`src/rtl/dmac_pkg.sv`:
```
package dmac_pkg;
  localparam int ADDR_W_DEF = 8;
  localparam logic [7:0] OFS_PCR = 8'hF0;
  localparam logic [7:0] OFS_ICR = 8'hF4;
  localparam logic [7:0] OFS_CH_BASE = 8'h80;
  localparam logic [3:0] OFS_CHCR_LO = 4'h8;
  localparam logic [31:0] ICR_WR_MASK = 32'h00FF_803F;
  localparam logic [31:0] ICR_FLAG_MASK = 32'h7F00_0000;
  localparam int ICR_FORCE_BIT = 15;
  localparam int ICR_GLOBAL_BIT = 23;
  localparam int ICR_SENT_BIT = 31;
  localparam int ICR_EN_LSB = 16;
  localparam int ICR_FLAG_LSB = 24;
  localparam int CHCR_GO_BIT = 24;
  localparam int UNUSED_CH = 5;
endpackage

```
`src/rtl/dmac_icr_unit.sv`:
```
module dmac_icr_unit import dmac_pkg::*; #(
  parameter int NCH = 7
) (
  input  logic           clk,
  input  logic           rst,
  input  logic           icr_wr,
  input  logic [31:0]    wdata,
  input  logic [NCH-1:0] done_v,
  output logic [31:0]    icr_q,
  output logic           irq_q
);
  logic [31:0] base, nxt;
  logic        cond;

  always_comb begin
    if (icr_wr)
      base = (wdata & ICR_WR_MASK) | (icr_q & ~wdata & ICR_FLAG_MASK);
    else
      base = icr_q & ~(32'h1 << ICR_SENT_BIT);
    nxt = base;
    for (int n = 0; n < NCH; n++) begin
      if (done_v[n] && base[ICR_EN_LSB + n])
        nxt[ICR_FLAG_LSB + n] = 1'b1;
    end
    cond = (nxt[ICR_GLOBAL_BIT] && |(nxt & ICR_FLAG_MASK)) || nxt[ICR_FORCE_BIT];
    nxt[ICR_SENT_BIT] = cond;
  end

  always_ff @(posedge clk) begin
    if (rst) begin
      icr_q <= '0;
      irq_q <= 1'b0;
    end else begin
      icr_q <= nxt;
      irq_q <= cond && !icr_q[ICR_SENT_BIT];
    end
  end
endmodule

```
`src/rtl/dmac_chan_ctl.sv`:
```
module dmac_chan_ctl import dmac_pkg::*; #(
  parameter bit USED = 1'b1
) (
  input  logic        clk,
  input  logic        rst,
  input  logic        chcr_wr,
  input  logic [31:0] wdata,
  input  logic        chan_en,
  input  logic        done,
  output logic [31:0] chcr_q,
  output logic        start_q
);
  always_ff @(posedge clk) begin
    if (rst) begin
      chcr_q  <= '0;
      start_q <= 1'b0;
    end else begin
      start_q <= 1'b0;
      if (chcr_wr) begin
        chcr_q  <= wdata;
        start_q <= USED && wdata[CHCR_GO_BIT] && chan_en;
      end else if (done && USED) begin
        chcr_q[CHCR_GO_BIT] <= 1'b0;
      end
    end
  end
endmodule

```
`src/rtl/dmac_ctrl_core.sv`:
```
module dmac_ctrl_core import dmac_pkg::*; #(
  parameter int NCH    = 7,
  parameter int ADDR_W = ADDR_W_DEF
) (
  input  logic              clk,
  input  logic              rst,
  input  logic              reg_wr,
  input  logic [ADDR_W-1:0] reg_addr,
  input  logic [31:0]       reg_wdata,
  output logic [31:0]       reg_rdata,
  input  logic [NCH-1:0]    done_pulse,
  output logic [NCH-1:0]    start_pulse,
  output logic              irq_pulse
);
  localparam logic [NCH-1:0] USED_MASK = ~(NCH'(1) << UNUSED_CH);

  logic [31:0] pcr_q, icr_q, rd_val;
  logic [31:0] chcr_arr [NCH];
  logic        hit_pcr, hit_icr;
  logic [NCH-1:0] hit_ch;

  assign hit_pcr = (reg_addr == ADDR_W'(OFS_PCR));
  assign hit_icr = (reg_addr == ADDR_W'(OFS_ICR));

  always_ff @(posedge clk) begin
    if (rst) pcr_q <= '0;
    else if (reg_wr && hit_pcr) pcr_q <= reg_wdata;
  end

  dmac_icr_unit #(.NCH(NCH)) u_icr (
    .clk(clk), .rst(rst), .icr_wr(reg_wr && hit_icr), .wdata(reg_wdata),
    .done_v(done_pulse & USED_MASK), .icr_q(icr_q), .irq_q(irq_pulse)
  );

  for (genvar n = 0; n < NCH; n++) begin : g_ch
    assign hit_ch[n] = (reg_addr == ADDR_W'(OFS_CH_BASE + 8'(16 * n) + 8'(OFS_CHCR_LO)));
    dmac_chan_ctl #(.USED(n != UNUSED_CH)) u_ch (
      .clk(clk), .rst(rst), .chcr_wr(reg_wr && hit_ch[n]), .wdata(reg_wdata),
      .chan_en(pcr_q[3 + 4 * n]), .done(done_pulse[n]),
      .chcr_q(chcr_arr[n]), .start_q(start_pulse[n])
    );
  end

  always_comb begin
    rd_val = '0;
    if (hit_pcr) rd_val = pcr_q;
    if (hit_icr) rd_val = icr_q;
    for (int n = 0; n < NCH; n++)
      if (hit_ch[n]) rd_val = chcr_arr[n];
  end

  always_ff @(posedge clk) begin
    if (rst) reg_rdata <= '0;
    else     reg_rdata <= rd_val;
  end
endmodule

```
`config.mk`:
```
export PLATFORM = sky130hd
export DESIGN_NAME = dmac_ctrl_core
export DESIGN_NICKNAME = d
export VERILOG_FILES = /design/src/rtl/dmac_pkg.sv /design/src/rtl/dmac_icr_unit.sv /design/src/rtl/dmac_chan_ctl.sv /design/src/rtl/dmac_ctrl_core.sv
export SDC_FILE = /design/constraint.sdc
export NUM_CORES = 1
export LEC_CHECK = 0
export BUFFER_PORTS_ARGS = -buffer_cell sky130_fd_sc_hd__buf_2
export CORE_MARGIN = 5
export CORE_UTILIZATION = 60
export CTS_CLUSTER_DIAMETER = 30
export DETAILED_ROUTE_END_ITERATION = 12
export PLACE_DENSITY = 0.9
export SETUP_SLACK_MARGIN = 0.3
export SYNTH_ARGS = -nofsm -noshare
export SYNTH_HDL_FRONTEND = slang
export SYNTH_SLANG_ARGS = --single-unit
```
`constraint.sdc`:
```
create_clock -name clk -period 4.94 [get_ports clk]
set_clock_uncertainty 0.2 [all_clocks]
set_input_delay 0.988 -clock clk [delete_from_list [all_inputs] [get_ports clk]]
set_output_delay 0.988 -clock clk [all_outputs]
set_load 0.02 [all_outputs]
```
==> run metrics, run 1 <==
status=complete, no violations; die extent in x=160 µm; crit path cell chain=buf_2, or4b_1, or2_2, o2bb2ai_1, o221ai_1, a211oi_1; via count=12900; Synth Net Count=1676; total I/O pin count=90; Met2 Wirelength=19.4 mm; drt initial violations=1918; Clock Pin Slew Worst Setup and Hold Paths=0.06 ns; Slowest Stage Delay on Critical Path=0.79 ns; Initial DRT Pass Iterations=8; DR WL/cell=22.3 µm; Antenna Violating Nets Remaining=0; Crit Path Class=in -> reg; max_slew headroom=28.8%; DR top layer=met5; Slew Viols, Final=0; share of cells above drive strength 1=14.3%; crit end category=flop; RSZ-0062 raised after global routing=false; total core area=22400 µm²; slowest CP cell=or4b_1; Tcrit/Tclk final=71.1%; crit path time final=3.51 ns; pwr dens=392 nW/µm²; first-pass GRT wire length=68.0 mm; met3 routed wirelength=5.58 mm; Worst Slack Setup Final=1.43 ns; VDD IR max=391 µV; CP startpoint kind=input pin; pre-CTS WS=1.13 ns; Final setup viols=0; Post-synth ARST share=0%; post-CTS setup buffer count=0; fmax=285 MHz; Synthesis Warnings=0; CTS resizes=0; DP Wirelength=24.2 mm; H-tree depth=2; main flop type after synthesis=dfxtp_1; fillcell total=1492; Worst Path Arrival=3.69 ns; vias in the first global route=12800; clock sink count=318; Seq/Total Area, Yosys=46.9%; die height=160 µm; Vias per Instance=6.61; drt drc=0; Final GP Congestion=0.904; CTS max path bufs=3; area grow syn2layout=14.7%; flops & latches, synth=318; count of different cell masters after synthesis=48; Worst EP required=5.12 ns; most area-consuming cells after synthesis=dfxtp_1 47%, mux2i_1 11%, nand2_1 9.0%, a21oi_1 7.0%, nor2_1 4.5%; antenna violations before repair=3; full die area=25700 µm²; setup total negative slack=0 ns; Leakage Power=6.37 nW; CP Buf/Inv Count=1; Syn Inst Count=1626; cell area after synthesis=13600 µm²; Hold Vio Cnt, Final=0; # rows=55; Post-Route WL=43.5 mm; worst-path fanout max=32; Synth top area share=46.9%; WL met1=15.7 mm; Port Buf Inserts=87; number of hold buffers added after CTS=0; hold slack final=0.254 ns; most common cell in the netlist=nand2_1; gr ovfl total=0; CTS Buf Count=47; commonest cells in the netlist=326 x nand2_1, 318 x dfxtp_1, 190 x a21oi_1; kind of cell adding the most delay to the critical path=simple AND/OR/NAND/NOR gates; Yosys top cell by area=dfxtp_1; Clk Latency, worst-skew pair=0.55 ns; maxcap violations=0; CTS tree=yes; Starting Density=60.5%; root buffer cell=clkbuf_16; number of flops mapped to enable cells by yosys=0; total track usage=32.6%; Least-Margin Pin Slew=1.07 ns; largest net degree at the start of global routing=175; Hold Path Class=reg -> reg; Syn Area/Cell=8.34 µm²; final net count=1681
-- cells by family after synthesis --
| kind of cell | Yosys count | synth area share [%] |
|---|---|---|
| AO/OA/AOI/OAI | 350 | 16.1 |
| buffers and inverters | 182 | 5.88 |
| flip-flops | 318 | 46.9 |
| multiplexers | 165 | 12.4 |
| other | 1 | 0.0276 |
| AND/OR/NAND/NOR | 610 | 18.7 |
-- state kept, by name, summed over array words and instances, names as in the netlist --
name,flops
g_ch.u_ch.start_q,6
pcr_q,32
u_icr.irq_q,1
g_ch.u_ch.chcr_q,224
reg_rdata,32
u_icr.icr_q,23
-- worst paths after layout --
path                                        startpoint                       end  slack (ns)  cells past startpoint
setup / recovery                           reg_addr[2]  reg_rdata[12]$_SDFF_PP0_        1.43                      6
hold / removal    g_ch[6].u_ch.chcr_q[19]$_SDFFE_PP0P_  reg_rdata[19]$_SDFF_PP0_        0.25                      2
setup reg to reg  g_ch[0].u_ch.chcr_q[12]$_SDFFE_PP0P_  reg_rdata[12]$_SDFF_PP0_        3.01                      5
hold reg to reg   g_ch[6].u_ch.chcr_q[19]$_SDFFE_PP0P_  reg_rdata[19]$_SDFF_PP0_        0.25                      2
-- power breakdown --
group,switching (W),internal (W)
clock,0.00125,0.00204
combinational,0.000181,0.0000553
sequential,0.00000224,0.00257
total,0.00144,0.00467
-- per-layer routing --
metal	vias to the layer above	GRT usage, %
li1	5569	-
met1	5966	40.4
met2	1079	51.3
met3	307	8.19
met4	4	19.6
met5	-	0
-- layout by cell type, fill, tap and decap left out, types with 19 or more instances in the layout --
| cell | synthesis | routed |
|---|---|---|
| nand2_1 | 326 | 326 |
| dfxtp_1 | 318 | 318 |
| a21oi_1 | 190 | 190 |
| nor2_1 | 161 | 161 |
| mux2i_1 | 154 | 154 |
| buf_2 | 38 | 85 |
| nand3_1 | 55 | 52 |
| clkbuf_16 | 0 | 49 |
| o2bb2ai_1 | 45 | 45 |
| buf_4 | 7 | 40 |
| o22ai_1 | 32 | 32 |
| nor3_1 | 25 | 24 |
| o22a_1 | 19 | 19 |
-- metrics by stage --
stage | utilization (%) | instance area [µm²] | std cells | total power (W)
after CTS | 69.4 | 15600 | 1953 | 0.00608
after global placement | 62.3 | 14000 | 1867 | 0.00285
after global routing | 69.4 | 15600 | 1954 | 0.00622
final | 69.4 | 15600 | 1954 | 0.00610
after floorplan | - | 13600 | 1626 | 0.00278
after detailed placement | 62.3 | 14000 | 1867 | 0.00285
-- tightest hold or removal path: stages, from the launching register on --
cell,delay [ns]
dfxtp_1,0.30
nand2_1,0.05
a21oi_1,0.06
-- area by class of cell --
type	instances	area [µm²]	area share, %
diodes	1	2.50	0.0161
clock buffers	61	1340	8.62
inverters	10	37.5	0.241
flip-flops and latches	318	6370	40.9
repair buffers	128	781	5.02
clock inverters	25	236	1.52
well taps	285	357	2.29
multi-input cells	1126	6440	41.4
Note: power is estimated with default switching activity, not from simulation.
==> run 2: changes to the inputs <==
--- a/config.mk
+++ b/config.mk
@@ -5,12 +5,13 @@
 export SDC_FILE = /design/constraint.sdc
 export NUM_CORES = 1
 export LEC_CHECK = 0
+export ABC_AREA = 1
 export BUFFER_PORTS_ARGS = -buffer_cell sky130_fd_sc_hd__buf_2
 export CORE_MARGIN = 5
-export CORE_UTILIZATION = 60
+export CORE_UTILIZATION = 54
 export CTS_CLUSTER_DIAMETER = 30
 export DETAILED_ROUTE_END_ITERATION = 12
-export PLACE_DENSITY = 0.9
+export PLACE_DENSITY = 0.86
 export SETUP_SLACK_MARGIN = 0.3
 export SYNTH_ARGS = -nofsm -noshare
 export SYNTH_HDL_FRONTEND = slang
==> constraint.sdc (replaced) <==
create_clock -name clk -period 3.2 [get_ports clk]
set_clock_uncertainty 0.2 [all_clocks]
set_input_delay 0.64 -clock clk [delete_from_list [all_inputs] [get_ports clk]]
set_output_delay 0.64 -clock clk [all_outputs]
set_load 0.02 [all_outputs]
==> run metrics, run 2 <==
Hold Crit Start=done_pulse[1]; die extent in x=165 µm (+2.8%); Worst EP required=3.41 ns (-1.71 ns); register-to-register setup slack=1.68 ns (-1.33 ns); worst r2r dst=reg_rdata[31]$_SDFF_PP0_; Post-synth ARST share=0% (unchanged); most frequent CP cell=inv_2; Clk Latency, worst-skew pair=0.55 ns (about the same); antenna violations before repair=0 (-3); status=complete, no violations; VDD IR max=539 µV (+38%); Antenna Violating Nets Remaining=0 (unchanged); RSZ-0062 raised after global routing=false; max FFs per register=224 (unchanged); fmax=427 MHz; flops & latches, synth=318 (unchanged); Synth top area share=49.2% (+2.3 points); worst hold stages=4 (+2); crit path cell chain=buf_2, nor2_1, nand2_1, inv_2, nand3_4, nor2_2, inv_2, nor2_4, inv_2, o21ai_0, a21oi_1; area grow syn2layout=17.7%; slowest CP cell=inv_2; Hold Vio Cnt, Final=0 (unchanged); Slew Viols, Final=0 (unchanged); Synthesis Warnings=0 (unchanged); Slowest Stage Delay on Critical Path=0.35 ns (-0.44 ns); Hold Path Class=in -> reg; main flop type after synthesis=dfxtp_1; drt initial violations=1581 (-18%); Tcrit/Tclk final=73.2%; root buffer cell=clkbuf_16; Least-Margin Pin Slew=0.942 ns (-0.126 ns); most common cell after layout, fill and taps aside=dfxtp_1; Crit Path Class=in -> reg; crit path time final=2.34 ns; commonest cells in the netlist=318 x dfxtp_1, 288 x nor2_1, 255 x o21ai_0; H-tree depth=2 (unchanged); number of flops mapped to enable cells by yosys=0 (unchanged); ANT cells=0 (-1); CTS resizes=0 (unchanged); Worst Path Arrival=2.55 ns (-1.14 ns); DR WL/cell=17.9 µm (-20%); crit end category=flop; final net count=1855 (+10%); Post-Route WL=38.7 mm (-11%); cell area after synthesis=12900 µm² (-4.6%); Hold EP=g_ch[1].u_ch.chcr_q[24]$_SDFFE_PP0P_; Final setup viols=0 (unchanged); most area-consuming cells after synthesis=dfxtp_1 49%, o21ai_0 9.9%, nor2_1 8.4%, a21oi_1 7.6%, nand2_1 6.6%; Syn Inst Count=1774 (+9.1%); full die area=27200 µm² (+5.6%); Leakage Power=6.06 nW (-4.9%); R2R cell count=6 (+1); Clock Pin Slew Worst Setup and Hold Paths=0.06 ns (about the same); total track usage=28.0% (-4.5 points); post-CTS setup buffer count=0 (unchanged); share of cells above drive strength 1=12.4% (-1.9 points); drt drc=0 (unchanged); max_slew headroom=37.1% (+8.3 points); total core area=23500 µm² (+4.9%); Port Buf Inserts=87 (unchanged); Syn Area/Cell=7.29 µm² (-13%); Final Util=64.7% (-4.7 points); # rows=56 (+1.8%); Synth Net Count=1824 (+8.8%); most common cell in the netlist=dfxtp_1; CTS Buf Count=52 (+11%); gr ovfl total=0 (unchanged); count of different cell masters after synthesis=31 (-35%); CP startpoint kind=input pin; Seq/Total Area, Yosys=49.2% (+2.3 points); clock sink count=318 (unchanged); CTS tree=yes; vias in the first global route=12200 (-4.7%); via count=12500 (-3.4%); Final GP Congestion=0.867 (-4.0%); commonest non-fill, non-tap cells in the layout=318 x dfxtp_1, 287 x nor2_1, 255 x o21ai_0; Vias per Instance=5.76 (-13%); Starting Density=55.0% (-5.5 points); Yosys top cell by area=dfxtp_1; DP Wirelength=23.4 mm (-3.1%); die height=165 µm (+2.8%); worst-path fanout max=28 (-13%); number of hold buffers added after CTS=0 (unchanged); maxcap violations=0 (unchanged); RR Startpoint=g_ch[0].u_ch.chcr_q[31]$_SDFFE_PP0P_; largest net degree at the start of global routing=117 (-33%); Initial DRT Pass Iterations=5 (-3); biggest regs=g_ch.u_ch.chcr_q (224), pcr_q (32), reg_rdata (32); Reg with most FFs=g_ch.u_ch.chcr_q; first-pass GRT wire length=60.8 mm (-11%); setup total negative slack=0 ns (unchanged); pwr dens=656 nW/µm² (+67%); total I/O pin count=90 (unchanged); CTS max path bufs=3 (unchanged)
## run 2: cell types whose count changed in the layout (fill, tap and decap cells not counted), sizes merged, moves of 8 or more
cell and change:
a211oi -13, buf -14, inv +154, mux2 -9, mux2i -154, nand2 -94
nand4 +24, nor2 +134, nor2b -8, o211ai +8, o21ai +268, o22a -19
o22ai -22, o2bb2ai -45
## run 2: kinds of logic after synthesis
| kind of cell | count (synthesis) | synth area share [%] |
|---|---|---|
| AND/OR/NAND/NOR | 635 | 20.6 |
| AO/OA/AOI/OAI | 515 | 20.5 |
| other | 1 | 0.0290 |
| flip-flops | 318 | 49.2 |
| buffers and inverters | 305 | 9.68 |
## run 2: per-layer routing
layer,track usage [%],vias up,share of wire (%)
li1,-,5853,-
met2,46.6,740,47
met5,0,-,0
met3,4.07,209,8.2
met1,32.7,5679,37
met4,21.0,0,7.9
## run 2: critical path: cells and delay by family
family / cells / cell delay, ns
buffers and inverters: 4 / 0.73
AO/OA/AOI/OAI: 2 / 0.34
AND/OR/NAND/NOR: 5 / 0.82
## run 2: power breakdown
group / total, W / internal [W] / switching (W)
Clock: 0.00574 / 0.00382 / 0.00192
Sequential: 0.00398 / 0.00397 / 0.00000301
Combinational: 0.000270 / 0.0000625 / 0.000207
Total: 0.00999 / 0.00786 / 0.00214
## run 2: worst max-delay path by stage
stage	endpoint	slack [ns]	start	depth (start not counted)
after detailed placement	g_ch[4].u_ch.chcr_q[27]$_SDFFE_PP0P_	0.43	reg_addr[1]	11
after global routing	g_ch[4].u_ch.chcr_q[26]$_SDFFE_PP0P_	0.72	reg_addr[3]	12
after global placement	reg_rdata[16]$_SDFF_PP0_	0.46	reg_addr[0]	12
after CTS	g_ch[4].u_ch.chcr_q[26]$_SDFFE_PP0P_	0.93	reg_addr[1]	11
after floorplan	u_icr.irq_q$_SDFF_PP0_	1.09	reg_addr[0]	11
final	g_ch[4].u_ch.chcr_q[26]$_SDFFE_PP0P_	0.86	reg_addr[2]	11
## run 2: final cells by class
type	instances	area, µm²
Clock buffer	67	1440
Clock inverter	28	384
Fill cell	1933	8310
Inverter	168	633
Multi-Input combinational cell	1151	5330
Sequential cell	318	6370
Tap cell	319	399
Timing Repair Buffer	114	676
## run 2: metrics by stage
stage | instances | setup WS (ns) | total power (W) | instance area, µm² | hold slack [ns]
floorplan | 1774 | 1.09 | 0.00421 | 12900 | 0.189
finish | 2165 | 0.857 | 0.00999 | 15200 | 0.200
global route | 2165 | 0.720 | 0.0102 | 15200 | 0.190
global placement | 2070 | 0.458 | 0.00431 | 13400 | 0.216
CTS | 2165 | 0.930 | 0.0100 | 15200 | 0.187
detailed placement | 2070 | 0.429 | 0.00431 | 13400 | 0.211
